## src/rtl/mstat_pkg.sv

```systemverilog
package mstat_pkg;
  localparam int ADDR_W  = 5;
  localparam int NUM_CNT = 10;
  localparam int NUM_TX  = 3;
  localparam int NUM_RX  = 9;

  localparam logic [ADDR_W-1:0] A_TX_STAT = 5'h00;
  localparam logic [ADDR_W-1:0] A_TX_MASK = 5'h01;
  localparam logic [ADDR_W-1:0] A_TX_MIR  = 5'h02;
  localparam logic [ADDR_W-1:0] A_RX_STAT = 5'h03;
  localparam logic [ADDR_W-1:0] A_RX_MASK = 5'h04;
  localparam logic [ADDR_W-1:0] A_RX_MIR  = 5'h05;
  localparam logic [ADDR_W-1:0] A_CNT0    = 5'h08;

  // counter slots; slot order fixes the overflow bit positions
  localparam int C_TX_FRM = 0;
  localparam int C_TX_BYT = 1;
  localparam int C_RX_FRM = 2;
  localparam int C_RX_BYT = 3;
  localparam int C_RX_DFR = 4;
  localparam int C_RX_DBY = 5;
  localparam int C_RX_CRC = 6;
  localparam int C_RX_PAU = 7;
  localparam int C_RX_MC  = 8;
  localparam int C_RX_BC  = 9;
endpackage

```

## src/rtl/mstat_rst_sync.sv

```systemverilog
module mstat_rst_sync (
  input  logic clk,
  input  logic rst_n,
  output logic rst_sync_n
);
  logic [1:0] sync_q;

  always_ff @(posedge clk or negedge rst_n) begin
    if (!rst_n) sync_q <= 2'b00;
    else        sync_q <= {sync_q[0], 1'b1};
  end

  assign rst_sync_n = sync_q[1];
endmodule

```

## src/rtl/mstat_sat_counter.sv

```systemverilog
module mstat_sat_counter #(
  parameter int CNT_W = 32,
  parameter int INC_W = 14
) (
  input  logic             clk,
  input  logic             rst_n,
  input  logic             en_i,
  input  logic [INC_W-1:0] inc_i,
  output logic [CNT_W-1:0] cnt_o,
  output logic             ovf_o
);
  localparam int SUM_W = ((CNT_W > INC_W) ? CNT_W : INC_W) + 1;
  localparam logic [CNT_W-1:0] CNT_MAX = '1;

  logic [CNT_W-1:0] cnt_q, cnt_n;
  logic [SUM_W-1:0] sum;
  logic             past_max;

  always_comb begin
    sum      = SUM_W'(cnt_q) + SUM_W'(inc_i);
    past_max = (sum > SUM_W'(CNT_MAX));
    cnt_n    = past_max ? CNT_MAX : sum[CNT_W-1:0];
  end

  always_ff @(posedge clk or negedge rst_n) begin
    if (!rst_n)    cnt_q <= '0;
    else if (en_i) cnt_q <= cnt_n;
  end

  assign cnt_o = cnt_q;
  assign ovf_o = en_i & past_max;
endmodule

```

## src/rtl/mstat_status.sv

```systemverilog
module mstat_status #(
  parameter int N = 3
) (
  input  logic         clk,
  input  logic         rst_n,
  input  logic         en_i,
  input  logic [N-1:0] evt_i,
  input  logic [N-1:0] force_i,
  input  logic [N-1:0] clr_i,
  input  logic         mask_we_i,
  input  logic [N-1:0] mask_wd_i,
  output logic [N-1:0] stat_o,
  output logic [N-1:0] mask_o,
  output logic         pend_o
);
  logic [N-1:0] stat_q, stat_n;
  logic [N-1:0] mask_q;

  // a new setting event wins over a clear in the same cycle
  always_comb begin
    stat_n = (stat_q & ~clr_i) | ({N{en_i}} & (evt_i | force_i));
  end

  always_ff @(posedge clk or negedge rst_n) begin
    if (!rst_n) stat_q <= '0;
    else        stat_q <= stat_n;
  end

  always_ff @(posedge clk or negedge rst_n) begin
    if (!rst_n)         mask_q <= '0;
    else if (mask_we_i) mask_q <= mask_wd_i;
  end

  assign stat_o = stat_q;
  assign mask_o = mask_q;
  assign pend_o = |(stat_q & ~mask_q);
endmodule

```

## src/rtl/mac_stats_regs.sv

```systemverilog
module mac_stats_regs
  import mstat_pkg::*;
#(
  parameter int CNT_W  = 32,
  parameter int BYTE_W = 14,
  parameter int DATA_W = 32
) (
  input  logic              clk,
  input  logic              rst_n,
  input  logic              tx_en_i,
  input  logic              rx_en_i,
  input  logic              tx_frame_i,
  input  logic [BYTE_W-1:0] tx_bytes_i,
  input  logic              rx_frame_i,
  input  logic [BYTE_W-1:0] rx_bytes_i,
  input  logic              rx_drop_i,
  input  logic              rx_crc_err_i,
  input  logic              rx_pause_i,
  input  logic              rx_mcast_i,
  input  logic              rx_bcast_i,
  input  logic              reg_wr_i,
  input  logic              reg_rd_i,
  input  logic [ADDR_W-1:0] reg_addr_i,
  input  logic [DATA_W-1:0] reg_wdata_i,
  output logic [DATA_W-1:0] reg_rdata_o,
  output logic              irq_o
);
  localparam logic [BYTE_W-1:0] ONE = BYTE_W'(1);

  logic                             rst_sync_n;
  logic [NUM_CNT-1:0][BYTE_W-1:0]   inc;
  logic [NUM_CNT-1:0][CNT_W-1:0]    cnt;
  logic [NUM_CNT-1:0]               cnt_ovf;
  logic [NUM_CNT-1:0]               rd_hit;
  logic [NUM_TX-1:0]                tx_stat, tx_mask, tx_evt, tx_force, tx_clr;
  logic [NUM_RX-1:0]                rx_stat, rx_mask, rx_evt, rx_force, rx_clr;
  logic                             tx_pend, rx_pend;
  logic                             unused_wdata;

  mstat_rst_sync u_rst (
    .clk        (clk),
    .rst_n      (rst_n),
    .rst_sync_n (rst_sync_n)
  );

  // increment of each counter slot in this cycle
  always_comb begin
    inc           = '0;
    inc[C_TX_FRM] = tx_frame_i ? ONE : '0;
    inc[C_TX_BYT] = tx_frame_i ? tx_bytes_i : '0;
    inc[C_RX_FRM] = rx_frame_i ? ONE : '0;
    inc[C_RX_BYT] = rx_frame_i ? rx_bytes_i : '0;
    inc[C_RX_DFR] = (rx_frame_i && rx_drop_i) ? ONE : '0;
    inc[C_RX_DBY] = (rx_frame_i && rx_drop_i) ? rx_bytes_i : '0;
    inc[C_RX_CRC] = (rx_frame_i && rx_crc_err_i) ? ONE : '0;
    inc[C_RX_PAU] = (rx_frame_i && rx_pause_i) ? ONE : '0;
    inc[C_RX_MC]  = (rx_frame_i && rx_mcast_i) ? ONE : '0;
    inc[C_RX_BC]  = (rx_frame_i && rx_bcast_i) ? ONE : '0;
  end

  generate
    for (genvar k = 0; k < NUM_CNT; k++) begin : g_cnt
      localparam bit IS_TX = (k <= C_TX_BYT);
      mstat_sat_counter #(
        .CNT_W (CNT_W),
        .INC_W (BYTE_W)
      ) u_cnt (
        .clk   (clk),
        .rst_n (rst_sync_n),
        .en_i  (IS_TX ? tx_en_i : rx_en_i),
        .inc_i (inc[k]),
        .cnt_o (cnt[k]),
        .ovf_o (cnt_ovf[k])
      );
      assign rd_hit[k] = reg_rd_i && (reg_addr_i == (A_CNT0 + ADDR_W'(k)));
    end
  endgenerate

  // status events, forcing and clearing
  always_comb begin
    tx_evt   = {cnt_ovf[C_TX_BYT:C_TX_FRM], tx_frame_i};
    rx_evt   = {cnt_ovf[C_RX_BC:C_RX_FRM], rx_frame_i & ~rx_drop_i};
    tx_force = (reg_wr_i && reg_addr_i == A_TX_MIR) ? reg_wdata_i[NUM_TX-1:0] : '0;
    rx_force = (reg_wr_i && reg_addr_i == A_RX_MIR) ? reg_wdata_i[NUM_RX-1:0] : '0;
    tx_clr   = {rd_hit[C_TX_BYT:C_TX_FRM], 1'b0};
    rx_clr   = {rd_hit[C_RX_BC:C_RX_FRM], 1'b0};
    if (reg_wr_i && reg_addr_i == A_TX_STAT) tx_clr = tx_clr | reg_wdata_i[NUM_TX-1:0];
    if (reg_wr_i && reg_addr_i == A_RX_STAT) rx_clr = rx_clr | reg_wdata_i[NUM_RX-1:0];
  end

  mstat_status #(.N(NUM_TX)) u_tx_stat (
    .clk       (clk),
    .rst_n     (rst_sync_n),
    .en_i      (tx_en_i),
    .evt_i     (tx_evt),
    .force_i   (tx_force),
    .clr_i     (tx_clr),
    .mask_we_i (reg_wr_i && reg_addr_i == A_TX_MASK),
    .mask_wd_i (reg_wdata_i[NUM_TX-1:0]),
    .stat_o    (tx_stat),
    .mask_o    (tx_mask),
    .pend_o    (tx_pend)
  );

  mstat_status #(.N(NUM_RX)) u_rx_stat (
    .clk       (clk),
    .rst_n     (rst_sync_n),
    .en_i      (rx_en_i),
    .evt_i     (rx_evt),
    .force_i   (rx_force),
    .clr_i     (rx_clr),
    .mask_we_i (reg_wr_i && reg_addr_i == A_RX_MASK),
    .mask_wd_i (reg_wdata_i[NUM_RX-1:0]),
    .stat_o    (rx_stat),
    .mask_o    (rx_mask),
    .pend_o    (rx_pend)
  );

  always_comb begin
    reg_rdata_o = '0;
    case (reg_addr_i)
      A_TX_STAT, A_TX_MIR: reg_rdata_o = DATA_W'(tx_stat);
      A_TX_MASK:           reg_rdata_o = DATA_W'(tx_mask);
      A_RX_STAT, A_RX_MIR: reg_rdata_o = DATA_W'(rx_stat);
      A_RX_MASK:           reg_rdata_o = DATA_W'(rx_mask);
      default: begin
        for (int k = 0; k < NUM_CNT; k++) begin
          if (reg_addr_i == (A_CNT0 + ADDR_W'(k))) reg_rdata_o = DATA_W'(cnt[k]);
        end
      end
    endcase
  end

  assign irq_o        = tx_pend | rx_pend;
  assign unused_wdata = ^reg_wdata_i[DATA_W-1:NUM_RX];
endmodule

```

## config.mk

```make
export PLATFORM = sky130hd
export DESIGN_NAME = mac_stats_regs
export DESIGN_NICKNAME = d
export VERILOG_FILES = /design/src/rtl/mstat_pkg.sv /design/src/rtl/mstat_rst_sync.sv /design/src/rtl/mstat_sat_counter.sv /design/src/rtl/mstat_status.sv /design/src/rtl/mac_stats_regs.sv
export SDC_FILE = /design/constraint.sdc
export NUM_CORES = 1
export LEC_CHECK = 0
export BUFFER_PORTS_ARGS = -buffer_cell sky130_fd_sc_hd__clkbuf_2
export CAP_MARGIN = 15
export CELL_PAD_IN_SITES_DETAIL_PLACEMENT = 0
export CELL_PAD_IN_SITES_GLOBAL_PLACEMENT = 1
export CORE_UTILIZATION = 40
export CTS_BUF_LIST = sky130_fd_sc_hd__clkbuf_8
export DETAILED_ROUTE_END_ITERATION = 10
export GPL_TIMING_DRIVEN = 0
export PLACE_DENSITY_LB_ADDON = 0.05
export SYNTH_ARGS = -nofsm -noshare
export SYNTH_HDL_FRONTEND = slang
export SYNTH_SLANG_ARGS = --single-unit
```

## constraint.sdc

```tcl
create_clock -name clk -period 10.91 [get_ports clk]
set_input_delay 0.5455 -clock clk [delete_from_list [all_inputs] [get_ports clk]]
set_output_delay 0.5455 -clock clk [all_outputs]
set_load 0.005 [all_outputs]
```

==> results.md <==
| Group | Parameter | Reported |
|---|---|---|
| status | Result of the run | complete, no violations |
| routing | Residual antenna-violating net count after detailed routing | 0 |
| floorplanning | Row cnt | 83 |
| pwr | Max IR drop VDD | 0.0949 mV |
| cts | Master cell of the clock root buffer | sky130_fd_sc_hd__clkbuf_8 |
| logic synthesis | Cell area after synthesis | 21,200 um^2 |
| floorplanning | I/O pin count | 111 |
| sta | Max-slew headroom at the worst pin | 15.5% |
| cts | Clock sink count | 346 |
| sta | Worst clock skew | 0.0308 ns |
| critical path | Classification of the worst setup path | input port to output pin |
| critical path | Cell-by-cell listing of the critical path | clkbuf_2 -> nand2b_1 -> nor4b_2 -> clkbuf_1 -> clkbuf_1 -> a222oi_1 -> nand3_1 -> clkbuf_2 |
| logic synthesis | Proportion of synthesized area in mux cells | 4.66% |
| logic synthesis | Most frequently used flop master after synthesis | sky130_fd_sc_hd__dfrtp_1 |
| global route | Number of global-route vias before repair | 18,819 |
| worst hold path | Worst hold path cell count | 3 |
| cts | CTS tree | built |
| sta | Final-report max-slew violation count | 0 |
| logic synthesis | Synth area leader | sky130_fd_sc_hd__dfrtp_1 |
| critical path | Critical Path Slowest Stage Cell | sky130_fd_sc_hd__nor4b_2 |
| logic synthesis | Total of warnings raised by yosys | 0 |
| worst hold path | HP Start | reg_wdata_i[5] |
| routing | Routed vias | 19,254 |
| sta | Fin Setup TNS | 0 ns |
| sta | Crit share post-route | 42.1% |
| sta | RSZ-0062 raised after global routing | false |
| sta | Worst Tran Pin Value | 1.26 ns |
| logic synthesis | Synthesized instance count | 2,331 |
| logic synthesis | Number of enable flip-flop cells after synthesis | 0 |
| routing | DRC | 0 |
| run | Number of max-cap violations | 0 |
| global route | Global routing usage summed across all routing layers | 29.4% |
| floorplanning | Die Span Y | 232 um |
| logic synthesis | Portion of the post-synthesis area used by sequential elements | 40.9% |
| logic synthesis | Distinct cells, synth | 97 |
| cts | Number of levels in the clock H-tree | 3 |
| finish | Final net count | 2,633 |
| logic synthesis | Post-synthesis async set-or-reset flop share | 100% |
| floorplanning | Core region area | 51,800 um^2 |
| critical path | Reg-to-reg setup timing slack | 7.39 ns |
| place | Number of input and output port buffers inserted | 84 |
| routing | Final routed wire length divided by cell count | 24.2 um |
| sta | Achievable clock frequency | 218 MHz |
| floorplanning | Starting density of the core | 40.9% |
| pwr | Power Density | 173 nW/um^2 |
| critical path | Worst path max stage delay | 1.04 ns |
| logic synthesis | Post-synthesis xor/xnor area fraction | 6.62% |
| critical path | Startpoint of the worst-slack reg-to-reg timing path | g_cnt[5].u_cnt.cnt_o[0]$_DFFE_PN0P_ |
| routing | Number of vias per cell after detailed routing | 5.96 |
| sta | Finish-stage setup viols | 0 |
| logic synthesis | Ranking of synthesized cells by area | sky130_fd_sc_hd__dfrtp_1 41%, sky130_fd_sc_hd__nand2_1 5.6%, sky130_fd_sc_hd__xor2_1 4.5%, sky130_fd_sc_hd__nand3_1 3.5%, sky130_fd_sc_hd__ha_1 3.3% |
| sta | Fin. Hold Viols | 0 |
| critical path | Element type at the critical path end | output pin |
| place | Global placement routability congestion | 0.949 |
| global route | Antenna violations before repair | 3 |
| cts | Clock transition at path regs | 0.06 ns |
| critical path | Element type at the critical path start | input port |
| routing | Final wirelength | 78,100 um |
| cts | Clock Tree Buf Depth | 3 |
| global route | Largest net degree at the start of global routing | 64 |
| finish | Share of post-route cells with drive strength above 1 | 13.2% |
| logic synthesis | Post-synthesis net count | 2,468 |
| logic synthesis | Number of synthesized register bits | 346 |
| critical path | R2r worst-path depth | 10 |
| global route | Global-route wire length before repair | 118,000 um |
| floorplanning | Full die area | 53,900 um^2 |
| sta | Final Hold Slack | 0.158 ns |
| logic synthesis | Largest family of logic cells by synthesized area | simple AND/OR/NAND/NOR gates |
| logic synthesis | Compound-gate portion of the synthesized area | 16.4% |
| critical path | Worst endpoint data arrival time | 4.05 ns |
| finish | Area overhead of the layout relative to synthesis | 13.6% |
| pwr | Leakage | 11.2 nW |
| critical path | Highest fanout seen on the critical path | 10 |
| worst hold path | Hold-critical path endpoint | u_rx_stat.stat_o[5]$_DFF_PN0_ |
| logic synthesis | Synth Area in Simple Gates | 24.7% |
| floorplanning | Die width | 232 um |
| critical path | Worst endpoint required time | 10.36 ns |
| routing | First DRT Iteration DRCs | 1,804 |
| cts | Worst-skew pair later-pin latency | 0.65 ns |
| cts | Number of buffers added by the clock tree synthesis step | 70 |
| place | DP HPWL | 59,900 um |
| worst hold path | Hold WC Path Type | input port to register |
| routing | Number of iterations in the first detailed-routing pass | 10 |
| global route | Sum of overflow across all layers after global routing | 0 |
| logic synthesis | Top cell type's share of synthesized area | 40.9% |
| sta | Period minus WS final | 4.60 ns |
| logic synthesis | Adder-Cell Fraction of Synth Area | 3.59% |
| critical path | Endpoint of the worst register-to-register path | g_cnt[5].u_cnt.cnt_o[19]$_DFFE_PN0P_ |
| cts | Number of instances resized during post-cts repair | 0 |
| logic synthesis | Synth Area per Inst | 9.08 um^2 |
-- power breakdown --
group          total (mW)  switching (mW)  internal (mW)
Sequential           1.76           0.293           1.47
Combinational        1.04           0.584          0.453
Clock                1.35           0.606          0.749
Total                4.15            1.48           2.67
-- layout make-up --
type	instances	area, um^2
multi-input cells	1832	11900
plain buffers	104	472
clock inverters	29	128
fillers	5082	27800
inverters	49	184
repair buffers	93	608
diodes	3	7.51
flip-flops and latches	346	8660
clock buffers	92	1270
well taps	680	851
-- registers in the layout, summed over array words and instances, names as in the netlist --
signal	flops
g_cnt.u_cnt.cnt_o	320
u_rx_stat.mask_o	9
u_rx_stat.stat_o	9
u_tx_stat.mask_o	3
u_tx_stat.stat_o	3
u_rst.sync_q	2
-- cells by family after synthesis --
| kind of cell | after synthesis |
|---|---|
| AO/OA/AOI/OAI | 501 |
| multiplexers | 92 |
| buffers and inverters | 153 |
| flip-flops | 346 |
| XOR/XNOR | 160 |
| AND/OR/NAND/NOR | 1019 |
| adder cells (fa/ha/maj) | 59 |
| other | 1 |
-- how the worst max path moves through the flow --
stage,slack [ns],from,endpoint,cells after the start
floorplan,0.55,u_rst.sync_q[1]$_DFF_PN0_,g_cnt[0].u_cnt.cnt_o[0]$_DFFE_PN0P_,0
global placement,-4.68,u_rst.sync_q[1]$_DFF_PN0_,g_cnt[1].u_cnt.cnt_o[30]$_DFFE_PN0P_,0
detailed placement,6.41,reg_addr_i[2],reg_rdata_o[15],8
CTS,6.41,reg_addr_i[2],reg_rdata_o[15],8
global route,6.30,reg_addr_i[1],reg_rdata_o[8],9
finish,6.31,reg_addr_i[2],reg_rdata_o[15],8
-- critical path, delay by kind of cell --
| family | cells | cell delay (ns) |
|---|---|---|
| buf+inv | 4 | 1.74 |
| simple gates | 3 | 1.52 |
| compound gates | 1 | 0.22 |
-- Yosys cell counts (5+ instances only) --
cell,n
sky130_fd_sc_hd__a211oi_1,6
sky130_fd_sc_hd__buf_2,25
sky130_fd_sc_hd__a31oi_1,55
sky130_fd_sc_hd__nor4_1,11
sky130_fd_sc_hd__and3_1,89
sky130_fd_sc_hd__buf_1,7
sky130_fd_sc_hd__and4_1,35
sky130_fd_sc_hd__a31o_2,5
sky130_fd_sc_hd__nand4_1,64
sky130_fd_sc_hd__a22oi_1,41
sky130_fd_sc_hd__nor3_1,30
sky130_fd_sc_hd__or3_1,19
sky130_fd_sc_hd__xnor2_1,51
sky130_fd_sc_hd__o21ai_2,7
sky130_fd_sc_hd__a221o_1,7
sky130_fd_sc_hd__a222oi_1,34
sky130_fd_sc_hd__mux2i_1,39
sky130_fd_sc_hd__a41oi_1,11
sky130_fd_sc_hd__mux2_2,49
sky130_fd_sc_hd__a21oi_1,104
sky130_fd_sc_hd__o22ai_1,7
sky130_fd_sc_hd__clkbuf_1,62
sky130_fd_sc_hd__a21o_1,17
sky130_fd_sc_hd__o22a_1,24
sky130_fd_sc_hd__inv_1,48
sky130_fd_sc_hd__o21ai_0,91
sky130_fd_sc_hd__or2_2,5
sky130_fd_sc_hd__nor3b_1,7
sky130_fd_sc_hd__nor2_1,171
sky130_fd_sc_hd__nand3_1,146
sky130_fd_sc_hd__a221oi_1,31
sky130_fd_sc_hd__nand2b_1,14
sky130_fd_sc_hd__nand2_1,315
sky130_fd_sc_hd__buf_4,5
sky130_fd_sc_hd__and2_1,53
sky130_fd_sc_hd__ha_1,56
sky130_fd_sc_hd__xor2_1,109
sky130_fd_sc_hd__dfrtp_1,346
sky130_fd_sc_hd__o31ai_1,7
sky130_fd_sc_hd__nor2b_1,13
sky130_fd_sc_hd__o21a_1,18
-- what timing repair did --
action	4_1_cts	5_1_grt
hold buffers	1	0
endpoints found under the hold margin	2	0
buffers inserted	0	0
-- metrics by stage --
| stage | utilization, % | setup slack [ns] | cell area (um^2) | cells | power, mW |
|---|---|---|---|---|---|
| floorplan | - | 0.553 | 21200 | 2331 | 2.42 |
| global placement | 43.3 | -4.68 | 22400 | 3095 | 2.77 |
| detailed placement | 43.7 | 6.41 | 22600 | 3102 | 2.79 |
| CTS | 46.4 | 6.41 | 24000 | 3224 | 4.17 |
| global route | 46.4 | 6.30 | 24000 | 3227 | 4.37 |
| finish | 46.4 | 6.31 | 24000 | 3228 | 4.15 |
-- cells in the final DEF, fill, tap and decap left out, types with 11 or more instances in the layout --
cell                         n
sky130_fd_sc_hd__xor2_1    109
sky130_fd_sc_hd__o21ai_0    91
sky130_fd_sc_hd__nor3_1     30
sky130_fd_sc_hd__a31oi_1    55
sky130_fd_sc_hd__nand2b_1   14
sky130_fd_sc_hd__xnor2_1    51
sky130_fd_sc_hd__nor4_1     11
sky130_fd_sc_hd__a21o_1     17
sky130_fd_sc_hd__clkbuf_1   62
sky130_fd_sc_hd__a22oi_1    41
sky130_fd_sc_hd__clkbuf_8   92
sky130_fd_sc_hd__o21a_1     18
sky130_fd_sc_hd__mux2_2     49
sky130_fd_sc_hd__a221oi_1   31
sky130_fd_sc_hd__nand4_1    64
sky130_fd_sc_hd__or3_1      19
sky130_fd_sc_hd__nor2b_1    13
sky130_fd_sc_hd__clkbuf_2   86
sky130_fd_sc_hd__a41oi_1    11
sky130_fd_sc_hd__nor2_1    171
sky130_fd_sc_hd__a21oi_1   104
sky130_fd_sc_hd__and2_1     53
sky130_fd_sc_hd__inv_1      69
sky130_fd_sc_hd__and3_1     89
sky130_fd_sc_hd__dfrtp_1   345
sky130_fd_sc_hd__nand3_1   146
sky130_fd_sc_hd__mux2i_1    39
sky130_fd_sc_hd__buf_2      25
sky130_fd_sc_hd__nand2_1   315
sky130_fd_sc_hd__o22a_1     24
sky130_fd_sc_hd__and4_1     35
sky130_fd_sc_hd__a222oi_1   34
sky130_fd_sc_hd__ha_1       56
-- per-layer routing --
layer	up-vias	wire [um]	global-route usage [%]	share of wire, %
met1	9580	33600	38.4	43
met3	128	5190	5.39	6.6
met4	0	2660	12.0	3.4
li1	8942	-	-	-
met2	604	36700	47.6	47
met5	-	0	0	0
Note: power is estimated with default switching activity, not from simulation.
